`config.mk`:
```
export PLATFORM = sky130hd
export DESIGN_NAME = switch_adder_ctrl
export DESIGN_NICKNAME = d
export VERILOG_FILES = /design/src/rtl/sumctl_pkg.sv /design/src/rtl/sumctl_fsm.sv /design/src/rtl/sumctl_ripple.sv /design/src/rtl/sumctl_csel.sv /design/src/rtl/sumctl_segs.sv /design/src/rtl/switch_adder_ctrl.sv
export SDC_FILE = /design/constraint.sdc
export NUM_CORES = 1
export LEC_CHECK = 0
export ABC_AREA = 0
export BUFFER_PORTS_ARGS = -buffer_cell sky130_fd_sc_hd__buf_4
export CORE_UTILIZATION = 29
export DETAILED_ROUTE_END_ITERATION = 16
export PLACE_DENSITY = 0.51
export SKIP_LAST_GASP = 1
export SLEW_MARGIN = 25
export SYNTH_ARGS = -nofsm -noshare
export SYNTH_HDL_FRONTEND = slang
export SYNTH_SLANG_ARGS = --single-unit
```
`constraint.sdc`:
```
create_clock -name clk -period 5.9 [get_ports clk]
set_input_delay 0.295 -clock clk [delete_from_list [all_inputs] [get_ports clk]]
set_output_delay 0.295 -clock clk [all_outputs]
set_load 0.1 [all_outputs]
```
`src/rtl/sumctl_pkg.sv`:
```
package sumctl_pkg;

  typedef enum logic [1:0] {
    ST_IDLE = 2'd0,
    ST_EXEC = 2'd1,
    ST_HOLD = 2'd2
  } ctl_state_t;

  // One-bit full adder: returns {carry, sum}
  function automatic logic [1:0] full_add(input logic x, input logic y, input logic ci);
    full_add = {(x & y) | (ci & (x ^ y)), x ^ y ^ ci};
  endfunction

  // Active-low segment pattern, bit0 = a .. bit6 = g
  function automatic logic [6:0] hex_seg(input logic [3:0] n);
    case (n)
      4'h0: hex_seg = 7'h40;
      4'h1: hex_seg = 7'h79;
      4'h2: hex_seg = 7'h24;
      4'h3: hex_seg = 7'h30;
      4'h4: hex_seg = 7'h19;
      4'h5: hex_seg = 7'h12;
      4'h6: hex_seg = 7'h02;
      4'h7: hex_seg = 7'h78;
      4'h8: hex_seg = 7'h00;
      4'h9: hex_seg = 7'h10;
      4'hA: hex_seg = 7'h08;
      4'hB: hex_seg = 7'h03;
      4'hC: hex_seg = 7'h46;
      4'hD: hex_seg = 7'h21;
      4'hE: hex_seg = 7'h06;
      default: hex_seg = 7'h0E;
    endcase
  endfunction

endpackage

```
`src/rtl/sumctl_fsm.sv`:
```
module sumctl_fsm
  import sumctl_pkg::*;
(
  input  logic clk,
  input  logic rst,
  input  logic btn_load_b,
  input  logic btn_run,
  output logic do_load,
  output logic do_run,
  output logic in_idle
);
  ctl_state_t state_q, state_d;
  logic       pick_load_q;
  logic       any_btn;

  assign any_btn = btn_load_b | btn_run;

  always_comb begin
    state_d = state_q;
    case (state_q)
      ST_IDLE: if (any_btn) state_d = ST_EXEC;
      ST_EXEC: state_d = ST_HOLD;
      ST_HOLD: if (!any_btn) state_d = ST_IDLE;
      default: state_d = ST_IDLE;
    endcase
  end

  always_ff @(posedge clk) begin
    if (rst) begin
      state_q     <= ST_IDLE;
      pick_load_q <= 1'b0;
    end else begin
      state_q <= state_d;
      if (state_q == ST_IDLE && any_btn)
        pick_load_q <= btn_load_b;  // load has priority
    end
  end

  assign in_idle = (state_q == ST_IDLE);
  assign do_load = (state_q == ST_EXEC) &&  pick_load_q;
  assign do_run  = (state_q == ST_EXEC) && !pick_load_q;

endmodule

```
`src/rtl/sumctl_ripple.sv`:
```
module sumctl_ripple
  import sumctl_pkg::*;
#(
  parameter int W = 4
) (
  input  logic [W-1:0] a,
  input  logic [W-1:0] b,
  input  logic         cin,
  output logic [W-1:0] sum,
  output logic         cout
);
  logic [W:0] cy;
  assign cy[0] = cin;

  for (genvar i = 0; i < W; i++) begin : g_bit
    assign {cy[i+1], sum[i]} = full_add(a[i], b[i], cy[i]);
  end

  assign cout = cy[W];
endmodule

```
`src/rtl/sumctl_csel.sv`:
```
module sumctl_csel #(
  parameter int WIDTH = 16,
  parameter int GRP   = 4
) (
  input  logic [WIDTH-1:0] a,
  input  logic [WIDTH-1:0] b,
  input  logic             cin,
  output logic [WIDTH-1:0] sum,
  output logic             cout
);
  localparam int NG = WIDTH / GRP;

  logic [NG:0] gc;
  assign gc[0] = cin;

  for (genvar g = 0; g < NG; g++) begin : g_grp
    if (g == 0) begin : g_first
      sumctl_ripple #(.W(GRP)) u_rc (
        .a(a[GRP-1:0]), .b(b[GRP-1:0]), .cin(gc[0]),
        .sum(sum[GRP-1:0]), .cout(gc[1])
      );
    end else begin : g_pair
      logic [GRP-1:0] s0, s1;
      logic           c0, c1;
      sumctl_ripple #(.W(GRP)) u_rc0 (
        .a(a[g*GRP +: GRP]), .b(b[g*GRP +: GRP]), .cin(1'b0),
        .sum(s0), .cout(c0)
      );
      sumctl_ripple #(.W(GRP)) u_rc1 (
        .a(a[g*GRP +: GRP]), .b(b[g*GRP +: GRP]), .cin(1'b1),
        .sum(s1), .cout(c1)
      );
      assign sum[g*GRP +: GRP] = gc[g] ? s1 : s0;
      assign gc[g+1]           = gc[g] ? c1 : c0;
    end
  end

  assign cout = gc[NG];
endmodule

```
`src/rtl/sumctl_segs.sv`:
```
module sumctl_segs
  import sumctl_pkg::*;
#(
  parameter int DIGITS = 4
) (
  input  logic [4*DIGITS-1:0] val,
  output logic [7*DIGITS-1:0] segs
);
  for (genvar d = 0; d < DIGITS; d++) begin : g_dig
    assign segs[d*7 +: 7] = hex_seg(val[d*4 +: 4]);
  end
endmodule

```
`src/rtl/switch_adder_ctrl.sv`:
```
module switch_adder_ctrl #(
  parameter int WIDTH = 16,
  parameter int GRP   = 4
) (
  input  logic                     clk,
  input  logic                     rst,
  input  logic [WIDTH-1:0]         sw,
  input  logic                     btn_load_b,
  input  logic                     btn_run,
  output logic [WIDTH-1:0]         sum_q,
  output logic                     cout_q,
  output logic [7*(WIDTH/4)-1:0]   a_seg,
  output logic [7*(WIDTH/4)-1:0]   b_seg
);
  localparam int DIGITS = WIDTH / 4;

  logic [WIDTH-1:0] a_q, b_q, add_sum;
  logic             add_cout;
  logic             do_load, do_run, in_idle;

  sumctl_fsm u_fsm (
    .clk(clk), .rst(rst), .btn_load_b(btn_load_b), .btn_run(btn_run),
    .do_load(do_load), .do_run(do_run), .in_idle(in_idle)
  );

  sumctl_csel #(.WIDTH(WIDTH), .GRP(GRP)) u_add (
    .a(a_q), .b(b_q), .cin(1'b0), .sum(add_sum), .cout(add_cout)
  );

  always_ff @(posedge clk) begin
    if (rst) begin
      a_q    <= '0;
      b_q    <= '0;
      sum_q  <= '0;
      cout_q <= 1'b0;
    end else begin
      if (!do_load) a_q <= sw;
      if (do_load)  b_q <= sw;
      if (do_run)   {cout_q, sum_q} <= {add_cout, add_sum};
    end
  end

  sumctl_segs #(.DIGITS(DIGITS)) u_aseg (.val(a_q), .segs(a_seg));
  sumctl_segs #(.DIGITS(DIGITS)) u_bseg (.val(b_q), .segs(b_seg));

endmodule

```
# After elaboration in Yosys (flattened, before gate mapping)
# Memory sizes are Yosys's and may differ from the RTL's. A register that Yosys moved wholly into a read port is not among the register bits.
# Index checks and enable logic that the tools add are counted.
dict set report op_classes {
  addsub 0
  mul 0
  div 0
  magnitude_cmp 0
  eq_ne 4
  n_shift 0
  n_mux 25
  n_bitwise 102
  reduce_logical 6
}
# cell count
set op_table {}
lappend op_table {{4-bit two-way mux} 19}
lappend op_table {{1-bit bitwise AND} 37}
lappend op_table {{1-bit XOR} 37}
lappend op_table {{1-bit OR} 25}
lappend op_table {{2-bit one-hot mux with 3 select lines} 1}
lappend op_table {{2-bit two-way mux} 2}
lappend op_table {{1-bit logical AND} 3}
lappend op_table {{1-bit two-way mux} 3}
lappend op_table {{1-bit NOT} 3}
lappend op_table {{2-bit by 1-bit == test with 1-bit output (second input constant)} 1}
lappend op_table {{2-bit == test (second input constant)} 1}
lappend op_table {{2-bit logical NOT} 1}
lappend op_table {{2-bit by 1-bit != test with 1-bit output (second input constant)} 1}
lappend op_table {{2-bit != test (second input constant)} 1}
lappend op_table {{2-bit AND reduction} 1}
lappend op_table {{1-bit logical NOT} 1}
dict set report word_totals {
  reg_bits 52
  latch_bits 0
  ramBits 0
  mem_bits_ro 896
  in_bits 20
  wordCells 151
  memories 8
}
# memory depth word_bits rd rd_ports_with_merged_regs write_ports line
set memory_table {}
lappend memory_table {{(no name shown)} 16 7 1 1 0 sumctl_pkg.sv:16} ;# case (n)
lappend memory_table {{(no name shown)} 16 7 1 1 0 sumctl_pkg.sv:16}
lappend memory_table {{(no name shown)} 16 7 1 1 0 sumctl_pkg.sv:16}
lappend memory_table {{(no name shown)} 16 7 1 1 0 sumctl_pkg.sv:16}
lappend memory_table {{(no name shown)} 16 7 1 1 0 sumctl_pkg.sv:16}
lappend memory_table {{(no name shown)} 16 7 1 1 0 sumctl_pkg.sv:16}
lappend memory_table {{+2 memories} n/a n/a n/a n/a n/a n/a}

# Logic depth before layout (Yosys ltp)
dict set report depth {
  ltp_word 11
  depth_mapped 25
}

# Hierarchy
# Synthesis repeated with hierarchy kept, for this count alone.
dict set report hier_totals {
  hier_cells 537
  hier_area_um2 5093.6
}
# module n_inst cells_each area_each_um2 seq_area_each_um2
set by_module_without_submodules {}
lappend by_module_without_submodules {sumctl_segs 2 124 1099.8 0.0}
lappend by_module_without_submodules {switch_adder_ctrl 1 159 1767.9 980.9}
lappend by_module_without_submodules {sumctl_ripple 7 14 117.6 0.0}
lappend by_module_without_submodules {sumctl_csel 1 17 181.4 0.0}
lappend by_module_without_submodules {sumctl_fsm 1 15 121.4 60.1}

# Worst setup path before layout
# No wires, ideal clock.
dict set report synth_timing {
  kind {register -> register}
  start {register a_q[0]}
  end {register sum_q[15]}
  setup_ns 0.086
  arrival_time_ns 5.187
  t_required_ns 5.814
  slack_ns 0.627
  path_stages_with_launch 22
  path_buffers 0
  period_less_slack_ns 5.273
  path_cell_list {dfxtp_1 -> ha_1 -> fa_1 -> fa_1 -> inv_1 -> fa_1 -> o21ai_0 -> fa_1 -> fa_1 -> inv_1 -> fa_1 -> o21ai_0 -> fa_1 -> fa_1 -> inv_1 -> fa_1 -> mux2i_1 -> fa_1 -> fa_1 -> inv_1 -> fa_1 -> a211oi_1}
}
dict set report synth_between {
  elab_chain_len 10
}
# item line
set synth_lines {}
lappend synth_lines {{start, declared} switch_adder_ctrl.sv:17} ;# logic [WIDTH-1:0] a_q, b_q, add_sum;
lappend synth_lines {{start signal, assigned} switch_adder_ctrl.sv:37} ;# if (!do_load) a_q <= sw;
lappend synth_lines {{1-bit bitwise AND (2 in series)} sumctl_pkg.sv:11} ;# full_add = {(x & y) | (ci & (x ^ y)), x ^ y ^ ci};
lappend synth_lines {{1-bit OR} sumctl_pkg.sv:11}
lappend synth_lines {{1-bit bitwise AND} sumctl_pkg.sv:11}
lappend synth_lines {{1-bit OR} sumctl_pkg.sv:11}
lappend synth_lines {{1-bit bitwise AND} sumctl_pkg.sv:11}
lappend synth_lines {{1-bit OR} sumctl_pkg.sv:11}
lappend synth_lines {{1-bit two-way mux (2 in series)} sumctl_csel.sv:34} ;# assign gc[g+1] = gc[g] ? c1 : c0;
lappend synth_lines {{4-bit two-way mux} sumctl_csel.sv:33} ;# assign sum[g*GRP +: GRP] = gc[g] ? s1 : s0;
lappend synth_lines {{end signal, assigned} switch_adder_ctrl.sv:39} ;# if (do_run) {cout_q, sum_q} <= {add_cout, add_sum};
lappend synth_lines {{end, declared} switch_adder_ctrl.sv:10} ;# output logic [WIDTH-1:0] sum_q,
# No other way between the ends.
# A chain may end at the register's enable or synchronous reset.

# Worst setup path after layout
# Ends and elaborated chain as after synthesis.

==> summary.md <==
| Metric | Value |
|---|---|
| Crit-path most repeated cell | fa_1 |
| Pwr Total | 0.00193 W |
| Layout cells sized above 1 | 19.9% |
| Register clock-pin slew on the reported worst setup and hold paths | 0.07 ns |
| Final critical-path share of the clock period | a little over nine tenths |
| Final Skew | approximately 0.0058 ns |
| Synth area leaders | dfxtp_1, ha_1, nand2_1 |
| CTS tree | done |
| Design area | 0.00675 mm^2 |
| N_diodes | 0 |
| Wirelength, routed | 12,900 um |
| Clock power share | 30.5% |
| Worst hold slack | between 0.2 and 0.25 ns |
| YS warnings | 0 |
| Post-CTS setup buffers | 0 |
| Global-route usage over all layers | 13.4% |
| Crit Path Class | flip-flop to flip-flop |
| CTS sink count | 108 |
| Leakage Power | around 2.9 nW |
| Worst slew pin tran | 0.948 ns |
| Worst R2R Start | a_q[0] |
| Non-filler instance count after layout | 944 |
| Largest net degree at the start of global routing | 58 |
| Drt first pass iters | 4 |
| Power Density | 286 mW/mm^2 |
| Port Buffer Count | 92 |
| Worst VDD drop | roughly 0.00014 V |
| Number of hold buffers added after CTS | 0 |
| Layout area overhead | 19.8% |
| Vias/cell | 4.61 |
| Slew margin rel. | 35.0% |
| Yosys top cell by area | dfxtp_1 |
| Global-route wire length before repair | about 21,000 um |
| CP Capture Type | flip-flop |
| Final setup TNS | 0 ns |
| Placed Cells | between 900 and 1,000 |
| Met3 Use GR | ~3.8% |
| Power share of the combinational group | 27.9% |
| Crit path max-delay cell type | fa_1 |
| Crit-path cells | ha_1 > fa_1 > fa_1 > inv_1 > fa_2 > o21ai_0 > fa_1 > fa_1 > inv_1 > fa_2 > o21ai_1 > fa_1 > fa_1 > inv_1 > fa_2 > mux2i_1 > fa_1 > fa_1 > inv_1 > fa_1 > a211oi_1 |
| Post-synth top area share | 38.4% |
| Remaining Overflow, GRT | 0 |
| Cells after Synth | about 610 |
| CP Max Fanout | 3 |
| Cell family with most CP delay | adder cells |
| Post-synthesis cell type count | 50 |
| DR DRC count | 0 |
| Chip Height | 141 um |
| Sw Share | 36.2% |
| Post-DP HPWL | 9790 um |
| Die extent in x | roughly 140 um |
| Via count | 4,350 |
| CP arrival | 5.82 ns |
| Die footprint | 0.0200 mm^2 |
| Hold Path Class | primary input to flip-flop |
| Num rows | 50 |
| Seq pwr share | between 40% and 50% |
| Grt met2 use | around a quarter |
| Max_cap viols | 0 |
| Top cells by instance count after synthesis | dfxtp_1, nand2_1, ha_1 |
| Post-place instance area | 0.00646 mm^2 |
| Max-slew violations | 0 |
| IO Count | 93 |
| # setup viols final | 0 |
| Number of global-route vias before repair | 4,424 |
| Top Usage Layer GRT | met2 |
| Routed Antenna Nets | 0 |
| EDFF count, synth | 0 |
| Placer Congestion | ~0.84 |
| Flops & latches, synth | 108 |
| Met1 Track Usage GR | 15.4% |
| Min Tclk post-route | approximately 5.6 ns |
| WP data required | 6.16 ns |
| Synth Cell Area | between 0.005 and 0.006 mm^2 |
| Htree depth | 3 |
| Top-count cell post-synth | dfxtp_1 |
| Clock Latency Late Sink | 0.35 ns |
| Total core area | 0.0189 mm^2 |
| P_sw | 0.000701 W |
| Nets | 768 |
| Critical Path Start Type | flip-flop |
| Critical path startpoint | a_q[0] |
| Status | finished, final reports clean |
| Drt wl/cell | 13.7 um |
| CTS Buf Count | 9 |
| Initial Util | between 20 and 30% |
| Buf+Inv Stages, Crit Path | 4 |
| CTS root buffer | clkbuf_16 |
| Clock Path Buffers | 2 |
| Average cell area after synthesis | 9.26 um^2 |
| Pint | 0.00123 W |
| Fmax | 180 MHz |
| Initial antenna violation count | 0 |
| RSZ-0062 raised after global routing | false |
| Seq/Total Area, Yosys | 38.4% |
| Detailed Route Iter0 Violations | 161 |
| Largest stage delay, worst path | 0.41 ns |
| Worst Min Path Start | btn_load_b |
| Final Hold Fails | 0 |
| Syn_nets | around 700 |
| FFs w/ async S/R, synth | 0% |
| Synth Flop Type | dfxtp_1 |
## stage by stage
step / util, % / setup slack, ns
after floorplan: - / 0.627
after detailed placement: 34.2 / 0.228
final: 35.7 / 0.342
after global routing: 35.7 / 0.0174
after global placement: 34.2 / 0.345
after CTS: 35.6 / 0.208
## placed cells by master (no fill, tap or decap), types with 4 or more instances in the layout
cell type	instances
dfxtp_1	108
buf_4	94
nand2_1	85
ha_1	55
inv_1	52
a21oi_1	45
o22ai_1	30
mux2i_1	28
nor2_1	25
o21ai_0	14
nor2b_1	13
xnor2_1	11
fa_1	9
clkbuf_16	9
a31oi_1	8
o21a_1	8
a211oi_1	8
nand3_1	7
or2_2	5
nor4_1	5
a21oi_2	4
and3_1	4
a22o_1	4
or3_1	4
o221a_2	4
mux2i_4	4
## area by class of cell
cell class,count,area (um^2)
fill,1950,12100
multi-input combinational,408,3040
sequential,108,2160
timing repair buffer,95,717
tap,260,325
clock buffer,11,233
inverter,59,226
clock inverter,3,40.0
## sequential cells by signal, indices dropped and copies added (netlist names)
signal	flops
sum_q	16
u_fsm.pick_load_q	1
u_fsm.state_q	2
u_aseg.segs	28
a_q	16
u_bseg.segs	28
cout_q	1
b_q	16
## logic make-up after synthesis
group,count (synthesis),share of synthesized area (%)
multiplexers,35,7.44
flip-flops,108,38.4
AND/OR/NAND/NOR,157,12.7
buffers and inverters,92,7.73
adder cells (fa/ha/maj),67,16.5
XOR/XNOR,11,1.71
AO/OA/AOI/OAI,138,15.5
## worst register-to-register path, stage by stage, from the launching register on
cell and delay [ns]:
dfxtp_1 0.32, ha_1 0.21, fa_1 0.39, fa_1 0.37, inv_1 0.08, fa_2 0.22, o21ai_0 0.12, fa_1 0.39
fa_1 0.37, inv_1 0.08, fa_2 0.22, o21ai_1 0.10, fa_1 0.39, fa_1 0.37, inv_1 0.08, fa_2 0.23
mux2i_1 0.10, fa_1 0.41, fa_1 0.38, inv_1 0.08, fa_1 0.40, a211oi_1 0.20
## power groups by stage
| stage | clock network [W] | logic (W) | registers, W |
|---|---|---|---|
| CTS | 0.000609 | 0.000544 | 0.000804 |
| global route | 0.000642 | 0.000571 | 0.000809 |
| floorplan | 0 | 0.000160 | 0.00109 |
| detailed placement | 0 | 0.000542 | 0.000821 |
| global placement | 0 | 0.000539 | 0.000819 |
| finish | 0.000590 | 0.000540 | 0.000803 |
## path summary, 6_finish.rpt
kind | to | cells past startpoint | slack [ns]
max | sum_q[15] | 21 | 0.34
min | u_fsm.pick_load_q | 3 | 0.22
max reg2reg | sum_q[15] | 21 | 0.34
min reg2reg | sum_q[8] | 2 | 0.45
## what timing repair did
| action | in CTS | in global routing |
|---|---|---|
| setup endpoints to repair | 0 | 2 |
| resized for setup | 0 | 4 |
| endpoints found under the hold margin | 0 | 0 |
## layer usage
metal / wire length [um] / part of all wire, %
met2: 6420 / 50
met5: 0 / 0
met3: 662 / 5.1
met1: 5540 / 43
met4: 289 / 2.2
(Power assumes the default switching activity.)
